--- config.mk ---
export PLATFORM = sky130hd
export DESIGN_NAME = mux_bus_seq
export DESIGN_NICKNAME = d
export VERILOG_FILES = /design/src/rtl/mbs_pkg.sv /design/src/rtl/mbs_phase_ctrl.sv /design/src/rtl/mbs_lane_drive.sv /design/src/rtl/mbs_rd_capture.sv /design/src/rtl/mux_bus_seq.sv
export SDC_FILE = /design/constraint.sdc
export NUM_CORES = 1
export LEC_CHECK = 0
export ABC_AREA = 1
export BUFFER_PORTS_ARGS = -buffer_cell sky130_fd_sc_hd__buf_2
export CAP_MARGIN = 0
export CORE_ASPECT_RATIO = 1.5
export CORE_MARGIN = 4
export CORE_UTILIZATION = 49
export DETAILED_ROUTE_END_ITERATION = 8
export GPL_TIMING_DRIVEN = 0
export PLACE_DENSITY = 0.89
export SETUP_SLACK_MARGIN = 0.15
export SYNTH_ARGS = -nofsm -noshare
export SYNTH_HDL_FRONTEND = slang
export SYNTH_HIERARCHICAL = 1
export SYNTH_SLANG_ARGS = --single-unit
--- constraint.sdc ---
create_clock -name clk_i -period 1.75 [get_ports clk_i]
set_input_delay 0.2625 -clock clk_i [delete_from_list [all_inputs] [get_ports clk_i]]
set_output_delay 0.2625 -clock clk_i [all_outputs]
set_load 0.01 [all_outputs]
--- src/rtl/mbs_pkg.sv ---
package mbs_pkg;

  localparam int unsigned LANE_W = 8;

  typedef enum logic [2:0] {
    PH_IDLE = 3'd0,
    PH_HOLD = 3'd1,
    PH_LEAD = 3'd2,
    PH_T1   = 3'd3,
    PH_T2   = 3'd4,
    PH_T3   = 3'd5,
    PH_T4   = 3'd6
  } phase_e;

  typedef struct packed {
    logic we;
    logic narrow;
    logic aoff;
  } xfer_ctl_t;

endpackage

--- src/rtl/mbs_phase_ctrl.sv ---
module mbs_phase_ctrl
  import mbs_pkg::*;
#(
  parameter int unsigned SUB_CLKS = 2  // clocks per T-state, even
) (
  input  logic   clk_i,
  input  logic   rst_ni,
  input  logic   req_i,
  input  logic   hold_req_i,
  output phase_e phase_o,
  output logic   t_end_o,
  output logic   last_o,
  output logic   start_o,
  output logic   hold_ack_o
);

  localparam int unsigned SW = (SUB_CLKS > 1) ? $clog2(SUB_CLKS) : 1;
  localparam logic [SW-1:0] SUB_LAST  = SW'(SUB_CLKS - 1);
  localparam logic [SW-1:0] LEAD_LAST = SW'(SUB_CLKS / 2 - 1);

  phase_e          ph_q, ph_d;
  logic [SW-1:0]   sub_q, sub_d;
  logic            boundary;

  assign t_end_o    = (sub_q == SUB_LAST);
  assign last_o     = (ph_q == PH_T4) && t_end_o;
  assign boundary   = (ph_q == PH_IDLE) || last_o;
  assign start_o    = boundary && req_i && !hold_req_i;
  assign hold_ack_o = (ph_q == PH_HOLD);
  assign phase_o    = ph_q;

  always_comb begin
    ph_d  = ph_q;
    sub_d = sub_q;
    unique case (ph_q)
      PH_IDLE: begin
        sub_d = '0;
        if (hold_req_i)  ph_d = PH_HOLD;
        else if (req_i)  ph_d = PH_LEAD;
      end
      PH_HOLD: begin
        sub_d = '0;
        if (!hold_req_i) ph_d = PH_IDLE;
      end
      PH_LEAD: begin
        if (sub_q == LEAD_LAST) begin
          ph_d  = PH_T1;
          sub_d = '0;
        end else begin
          sub_d = sub_q + SW'(1);
        end
      end
      default: begin
        if (sub_q != SUB_LAST) begin
          sub_d = sub_q + SW'(1);
        end else begin
          sub_d = '0;
          unique case (ph_q)
            PH_T1:   ph_d = PH_T2;
            PH_T2:   ph_d = PH_T3;
            PH_T3:   ph_d = PH_T4;
            // end of t4: same arbitration as idle, hold first
            default: ph_d = hold_req_i ? PH_HOLD : (req_i ? PH_LEAD : PH_IDLE);
          endcase
        end
      end
    endcase
  end

  always_ff @(posedge clk_i or negedge rst_ni) begin
    if (!rst_ni) begin
      ph_q  <= PH_IDLE;
      sub_q <= '0;
    end else begin
      ph_q  <= ph_d;
      sub_q <= sub_d;
    end
  end

endmodule

--- src/rtl/mbs_lane_drive.sv ---
module mbs_lane_drive
  import mbs_pkg::*;
#(
  parameter  int unsigned DW   = 16,
  localparam int unsigned NB   = DW / LANE_W,
  localparam int unsigned SELW = (NB > 1) ? $clog2(NB) : 1
) (
  input  phase_e           phase_i,
  input  xfer_ctl_t        ctl_i,
  input  logic [DW-1:0]    addr_i,
  input  logic [DW-1:0]    wdata_i,
  input  logic [NB-1:0]    be_i,
  output logic [DW-1:0]    ad_o,
  output logic [DW-1:0]    ad_oe_o,
  output logic             ale_o,
  output logic             ale_oe_o,
  output logic             addr_oe_o,
  output logic             rd_no,
  output logic             wr_no
);

  logic in_cyc, in_t1, in_data, in_strb;
  logic [LANE_W-1:0] nsel;

  assign in_cyc  = (phase_i == PH_LEAD) || (phase_i == PH_T1) || (phase_i == PH_T2) ||
                   (phase_i == PH_T3)   || (phase_i == PH_T4);
  assign in_t1   = (phase_i == PH_T1);
  assign in_data = (phase_i == PH_T2) || (phase_i == PH_T3) || (phase_i == PH_T4);
  assign in_strb = (phase_i == PH_T2) || (phase_i == PH_T3);

  assign addr_oe_o = in_cyc;
  assign ale_o     = in_t1 && !ctl_i.aoff;
  assign ale_oe_o  = (phase_i != PH_HOLD);
  assign rd_no     = !(in_strb && !ctl_i.we);
  assign wr_no     = !(in_strb && ctl_i.we);

  // 8-bit region: steer the addressed byte onto the low lane
  always_comb begin
    nsel = wdata_i[LANE_W-1:0];
    for (int b = 0; b < NB; b++) begin
      if (addr_i[SELW-1:0] == SELW'(b)) nsel = wdata_i[b*LANE_W +: LANE_W];
    end
  end

  for (genvar k = 0; k < NB; k++) begin : g_lane
    logic              oe;
    logic [LANE_W-1:0] val;
    always_comb begin
      oe  = 1'b0;
      val = addr_i[k*LANE_W +: LANE_W];
      if (in_t1) begin
        oe = !ctl_i.aoff;
      end else if (in_data) begin
        if (ctl_i.narrow) begin
          if (k == 0) begin
            oe  = ctl_i.we;
            val = nsel;
          end else begin
            oe  = 1'b1;  // upper lanes keep address
          end
        end else begin
          oe  = ctl_i.we && be_i[k];
          val = wdata_i[k*LANE_W +: LANE_W];
        end
      end
    end
    assign ad_oe_o[k*LANE_W +: LANE_W] = {LANE_W{oe}};
    assign ad_o[k*LANE_W +: LANE_W]    = oe ? val : '0;
  end

endmodule

--- src/rtl/mbs_rd_capture.sv ---
module mbs_rd_capture
  import mbs_pkg::*;
#(
  parameter int unsigned DW = 16
) (
  input  logic          clk_i,
  input  logic          rst_ni,
  input  logic          cap_i,
  input  logic          narrow_i,
  input  logic [DW-1:0] ad_i,
  output logic [DW-1:0] rdata_o
);

  always_ff @(posedge clk_i or negedge rst_ni) begin
    if (!rst_ni) begin
      rdata_o <= '0;
    end else if (cap_i) begin
      rdata_o <= narrow_i ? {{(DW-LANE_W){1'b0}}, ad_i[LANE_W-1:0]} : ad_i;
    end
  end

endmodule

--- src/rtl/mux_bus_seq.sv ---
module mux_bus_seq
  import mbs_pkg::*;
#(
  parameter  int unsigned AW       = 20,
  parameter  int unsigned DW       = 16,
  parameter  int unsigned SUB_CLKS = 2,
  localparam int unsigned NB       = DW / 8
) (
  input  logic          clk_i,
  input  logic          rst_ni,
  input  logic          req_i,
  input  logic          we_i,
  input  logic          narrow_i,
  input  logic          aph_off_i,
  input  logic [AW-1:0] addr_i,
  input  logic [DW-1:0] wdata_i,
  input  logic [NB-1:0] be_i,
  input  logic          hold_req_i,
  output logic          hold_ack_o,
  output logic          done_o,
  output logic [DW-1:0] rdata_o,
  output logic [AW-1:0] addr_o,
  output logic          addr_oe_o,
  output logic [DW-1:0] ad_o,
  output logic [DW-1:0] ad_oe_o,
  input  logic [DW-1:0] ad_i,
  output logic          ale_o,
  output logic          ale_oe_o,
  output logic          rd_no,
  output logic          wr_no
);

  phase_e        phase;
  logic          t_end, last, start;
  xfer_ctl_t     ctl_q;
  logic [AW-1:0] addr_q;
  logic [DW-1:0] wdata_q;
  logic [NB-1:0] be_q;

  mbs_phase_ctrl #(.SUB_CLKS(SUB_CLKS)) i_phase (
    .clk_i      (clk_i),
    .rst_ni     (rst_ni),
    .req_i      (req_i),
    .hold_req_i (hold_req_i),
    .phase_o    (phase),
    .t_end_o    (t_end),
    .last_o     (last),
    .start_o    (start),
    .hold_ack_o (hold_ack_o)
  );

  // request fields frozen for the whole cycle
  always_ff @(posedge clk_i or negedge rst_ni) begin
    if (!rst_ni) begin
      ctl_q   <= '0;
      addr_q  <= '0;
      wdata_q <= '0;
      be_q    <= '0;
    end else if (start) begin
      ctl_q   <= '{we: we_i, narrow: narrow_i, aoff: aph_off_i};
      addr_q  <= addr_i;
      wdata_q <= wdata_i;
      be_q    <= be_i;
    end
  end

  mbs_lane_drive #(.DW(DW)) i_lanes (
    .phase_i   (phase),
    .ctl_i     (ctl_q),
    .addr_i    (addr_q[DW-1:0]),
    .wdata_i   (wdata_q),
    .be_i      (be_q),
    .ad_o      (ad_o),
    .ad_oe_o   (ad_oe_o),
    .ale_o     (ale_o),
    .ale_oe_o  (ale_oe_o),
    .addr_oe_o (addr_oe_o),
    .rd_no     (rd_no),
    .wr_no     (wr_no)
  );

  mbs_rd_capture #(.DW(DW)) i_rdcap (
    .clk_i    (clk_i),
    .rst_ni   (rst_ni),
    .cap_i    ((phase == PH_T3) && t_end && !ctl_q.we),
    .narrow_i (ctl_q.narrow),
    .ad_i     (ad_i),
    .rdata_o  (rdata_o)
  );

  assign addr_o = addr_q;
  assign done_o = last;

endmodule

==> results of run 1 <==
power by group through the flow:
stage	sequential, mW	combinational, mW	clock [mW]
2_1_floorplan	2.76	2.50	0
3_3_place_gp	2.66	3.79	0
3_5_place_dp	2.70	3.93	0
5_1_grt	2.79	6.05	1.30
6_report	2.71	5.61	1.20
4_1_cts	2.65	4.60	1.20
synth_stat cells (all sizes together):
library cell    n  share of area [%]
a21oi           4                1.1
buf            32                8.4
clkinv          1               0.11
dfrtp          61                 44
inv            86                9.4
nand2         140                 16
nand3          34                5.7
nand3b          1               0.22
nor2           17                2.1
nor3            3               0.72
o211ai          1               0.22
o21ai          56                 12
final timing paths:
| path | depth (start not counted) | slack [ns] | to | startpoint |
|---|---|---|---|---|
| min in group clk_i | 3 | 0.13 | i_rdcap/rdata_o[7] | ad_i[7] |
| max in group asynchronous | 1 | 1.18 | i_phase/phase_o[0] | rst_ni |
| hold / removal | 1 | 0.006 | addr_o[1] | rst_ni |
| hold reg to reg | 2 | 0.47 | i_rdcap/rdata_o[7] | i_rdcap/rdata_o[7] |
| setup / recovery | 8 | -0.19 | ad_o[6] | i_phase/phase_o[2] |
| setup reg to reg | 10 | -0.08 | addr_o[19] | i_phase/phase_o[0] |
flip-flops by register name, indices dropped and copies added (netlist names):
register,count
ctl_q,3
i_rdcap/rdata_o,16
wdata_q,16
i_phase/phase_o,3
addr_o,20
i_phase/t_end_o,1
be_q,2
critical path, cell delays in order, from the launching register on:
cell     delay [ns]
dfrtp_2        0.42
buf_8          0.15
nor2_2         0.13
nand3_2        0.13
o21ai_4        0.10
buf_6          0.16
nand2_1        0.07
inv_1          0.06
buf_2          0.13
logic make-up (layout without fill, tap and decap cells):
family	count (synthesis)	in the layout	synth area share (%)
flops	61	61	43.8
compound gates	61	61	13.7
simple gates	195	195	24.6
buf+inv	119	308	17.9
placed cells by master, fill, tap and decap left out, types with 2 or more instances in the layout:
master,count
buf_6,26
o21ai_2,47
a21oi_4,3
nand3_2,10
clkinv_2,3
nor2_4,6
clkbuf_8,9
inv_1,77
buf_4,29
o21ai_4,2
inv_6,2
o21ai_0,4
nand2_4,26
nor2_2,5
dfrtp_2,3
o21ai_1,3
nor2_1,6
buf_2,126
nand2_1,96
nor3_4,2
dfrtp_1,58
buf_12,9
clkbuf_1,2
clkbuf_16,9
nand2_2,17
buf_8,5
nand3_1,23
inv_2,7
stage by stage:
step / area (um2) / setup TNS [ns] / hold slack (ns) / setup WS [ns] / power (mW)
final: 5500 / -7.18 / 0.00589 / -0.194 / 9.53
after global routing: 5500 / -10.74 / 0.0468 / -0.245 / 10.1
after CTS: 4770 / -1.95 / 0.122 / -0.0888 / 8.45
after detailed placement: 4270 / -2.17 / 0.453 / -0.169 / 6.62
after global placement: 4270 / -0.941 / 0.451 / -0.104 / 6.46
after floorplan: 3500 / 0 / -0.0331 / 0.164 / 5.27
repair_timing:
item	4_1_cts	5_1_grt
pin swaps	10	27
endpoints found under the setup margin	76	81
resized for setup	50	115
cloned	2	9
setup buffers	19	8
cell type report:
| class | count | area (um2) | share of cell area, % |
|---|---|---|---|
| flip-flops and latches | 61 | 1530 | 27.8 |
| multi-input cells | 256 | 1720 | 31.3 |
| inverters | 87 | 337 | 6.12 |
| clock inverters | 5 | 52.6 | 0.955 |
| repair buffers | 173 | 1260 | 22.9 |
| well taps | 78 | 97.6 | 1.77 |
| plain buffers | 32 | 372 | 6.76 |
| clock buffers | 11 | 131 | 2.39 |
per-layer routing:
layer	track usage, %	vias to the layer above	part of all wire (%)
met1	23.6	1764	36
met5	0	-	0
met4	8.71	0	2.6
met2	41.4	147	55
li1	-	1682	-
met3	6.31	24	6.5
==> run metrics, run 1 <==
final core occ=79.7%; minimum clock period=1.94 ns; CP endpoint kind=primary output; Post-Syn Instances=436; Worst-Margin Slew=0.781 ns; P_int=5.35 mW; Port Buf Inserts=135; unrepaired setup endpoints after global routing=yes; nets=681; Hold Buf Count CTS=0; initial antenna violation count=0; Non-Filler Instances=703; Num CTS Buffers=9; via count=3,617; Setup Crit Path Kind=register to primary output; die width=76.9 um; die area=8560 um2; clk_skew=0.0105 ns; leakage=3.08 nW; Max Cap Violations=0; Routed WL=11,400 um; first-pass GRT wire length=15,700 um; row count=37; worst-path fanout max=8; period utilization=111%; Distinct cells, synth=29; peak supply drop=1.01 mV; CP Data Required Time=1.49 ns; DRT iter0 DRCs=165; Mean Syn Cell Area=8.00 um2; global-route total usage across every layer=22.4%; H-tree depth=3; clk sinks=61; syn nets=497; diode count=0; critical path launch point type=register; CTS tree=built; yosys warns=6; Placed Cells=649; register bit total from synthesis=61; sequential share of power=28.5%; maximum clock rate=514 MHz; GR Overflow Total=0; core footprint=6900 um2; vias per cell=5.15; Die Y=111 um; switching power=4.17 mW; mapped cell area=3490 um2; clock transition at the registers of the reported paths=0.07 ns; # IOs=136; Seq/Total Area, Yosys=43.8%; final estimated routing congestion in global placement=0.844; violated checks=negative setup slack; Routed wire per std cell=16.2 um; post-route ant nets=0; relative slew slack=48.0%; Clock Power Share=12.6%; setup ws final=-0.194 ns; outcome=finished, violations left; Comb pwr share=58.9%; fill count=405; layout cell share with drive strength beyond 1=56.3%; final hold viol count=0; power density cells=1730 nW/um2; DP HPWL=6630 um; switch share=43.8%; worst hold path class=input port to async pin; first drt pass iteration count=4; Initial Utilization=50.6%; worst skew pair latency=0.33 ns; largest net degree at the start of global routing=62; Clock Tree Buf Depth=2; number of global-route vias before repair=3,538; Arr. time, crit path=1.68 ns; Synth-to-Final Area Change=57.7%; Final setup violation count=73; Clock Tree Root=clkbuf_8; Pins Over Slew Limit=0; DRC errors left=0
Power figures use the tool's default switching activity.
==> run 2, diff against run 1 <==
--- a/config.mk
+++ b/config.mk
@@ -15,6 +15,7 @@
 export GPL_TIMING_DRIVEN = 0
 export PLACE_DENSITY = 0.89
 export SETUP_SLACK_MARGIN = 0.15
+export SKIP_CTS_REPAIR_TIMING = 1
 export SYNTH_ARGS = -nofsm -noshare
 export SYNTH_HDL_FRONTEND = slang
 export SYNTH_HIERARCHICAL = 1
==> run metrics, run 2 (synthesis gave the netlist of run 1 again) <==
outcome=finished, violations left; violated checks=negative hold slack, negative setup slack; # IOs=136; dpl ws=-0.169 ns; Max Cap Violations=0; initial antenna violation count=0; Final setup violation count=31; critical-path cell list=buf_8, inv_4, a21oi_4, a21oi_4, inv_4, buf_4, buf_2; via count=3,302; power density cells=1770 nW/um2; Clock Power Share=14.1%; number of global-route vias before repair=3,308; leakage=2.66 nW; clk sinks=61; worst skew pair latency=0.32 ns; die width=76.9 um; hold_ws=-0.000569 ns; layout cell share with drive strength beyond 1=46.2%; nets=660; slowest CP cell=dfrtp_2; final hold viol count=2; critical path launch point type=register; DRT iter0 DRCs=161; commonest cells after routing, fill and taps aside=130 x nand2_1, 130 x buf_2, 77 x inv_1; P_int=4.80 mW; CTS tree=built; worst-path fanout max=8; GR Overflow Total=0; Setup Crit Path Kind=register to primary output; H-tree depth=3; peak supply drop=0.908 mV; largest net degree at the start of global routing=62; Pins Over Slew Limit=0; worst hold path class=input port to async pin; Routed WL=9150 um; first-pass GRT wire length=14,400 um; Initial Utilization=50.6%; Port Buf Inserts=135; Arr. time, crit path=1.63 ns; Routed wire per std cell=13.4 um; Clock Tree Buf Depth=2; CP endpoint kind=primary output; Post-DP Area=4270 um2; DP HPWL=6630 um; clock transition at the registers of the reported paths=0.07 ns; first drt pass iteration count=4; Crit path largest cell delay=0.42 ns; period utilization=108%; switch share=42.9%; Synth-to-Final Area Change=35.9%; unrepaired setup endpoints after global routing=yes; DRC errors left=0; minimum clock period=1.90 ns; Clock Tree Root=clkbuf_8; clk_skew=0.00824 ns; switching power=3.60 mW; global-route total usage across every layer=20.6%; vias per cell=4.84; max reg flops=20; Worst-Margin Slew=0.769 ns; maximum clock rate=527 MHz; post-route ant nets=0; CP Data Required Time=1.49 ns; final estimated routing congestion in global placement=0.844; die area=8560 um2; Final Cell Area=4740 um2; core footprint=6900 um2; relative slew slack=48.8%; sequential share of power=31.5%; diode count=0; row count=37; Num CTS Buffers=9; setup ws final=-0.146 ns; Comb pwr share=54.4%; Die Y=111 um
-- run 2: final timing paths --
kind	end	cells past startpoint	startpoint	slack, ns
max in group asynchronous	i_phase/phase_o[0]	1	rst_ni	1.19
max	ad_oe_o[9]	7	i_phase/phase_o[2]	-0.15
min	addr_o[1]	1	rst_ni	-0.0006
min in group clk_i	i_rdcap/rdata_o[7]	3	ad_i[7]	0.14
min reg2reg	i_rdcap/rdata_o[7]	2	i_rdcap/rdata_o[7]	0.47
max reg2reg	ctl_q[1]	8	i_phase/phase_o[2]	0.03
-- run 2: area by class of cell --
type / count / area [um2]
plain buffers: 32 / 305
clock buffers: 11 / 131
clock inverters: 5 / 52.6
fillers: 552 / 2160
inverters: 87 / 337
multi-input cells: 256 / 1410
flip-flops and latches: 61 / 1530
well taps: 78 / 97.6
repair buffers: 152 / 877
-- run 2: metal layers --
| metal | part of all wire [%] | vias up | global-route usage (%) | wire (um) |
|---|---|---|---|---|
| met5 | 0 | - | 0 | 0 |
| li1 | - | 1637 | - | - |
| met1 | 38 | 1529 | 22.3 | 3470 |
| met3 | 7.0 | 12 | 5.99 | 641 |
| met2 | 53 | 124 | 37.6 | 4890 |
| met4 | 1.6 | 0 | 7.74 | 150 |
-- run 2: stage by stage --
step / instances / utilization, % / hold WS, ns / setup TNS (ns) / power, mW
finish: 682 / 68.7 / -0.000569 / -3.49 / 8.41
global placement: 649 / 61.9 / 0.451 / -0.941 / 6.46
CTS: 665 / 64.6 / 0.122 / -13.39 / 7.82
global route: 682 / 68.7 / 0.0566 / -7.50 / 9.06
detailed placement: 649 / 61.9 / 0.453 / -2.17 / 6.62
floorplan: 436 / - / -0.0331 / 0 / 5.27
-- run 2: power by group through the flow --
stage                     combinational, mW  clock [mW]  sequential [mW]
after detailed placement               3.93           0             2.70
after CTS                              3.94        1.20             2.68
final                                  4.57        1.18             2.65
after floorplan                        2.50           0             2.76
after global routing                   5.02        1.27             2.76
after global placement                 3.79           0             2.66
-- run 2: critical path, delay by kind of cell, from the launching register on --
family	cells	cell delay, ns
DFF	1	0.42
buffers and inverters	5	0.58
AOI/OAI and AO/OA	2	0.30
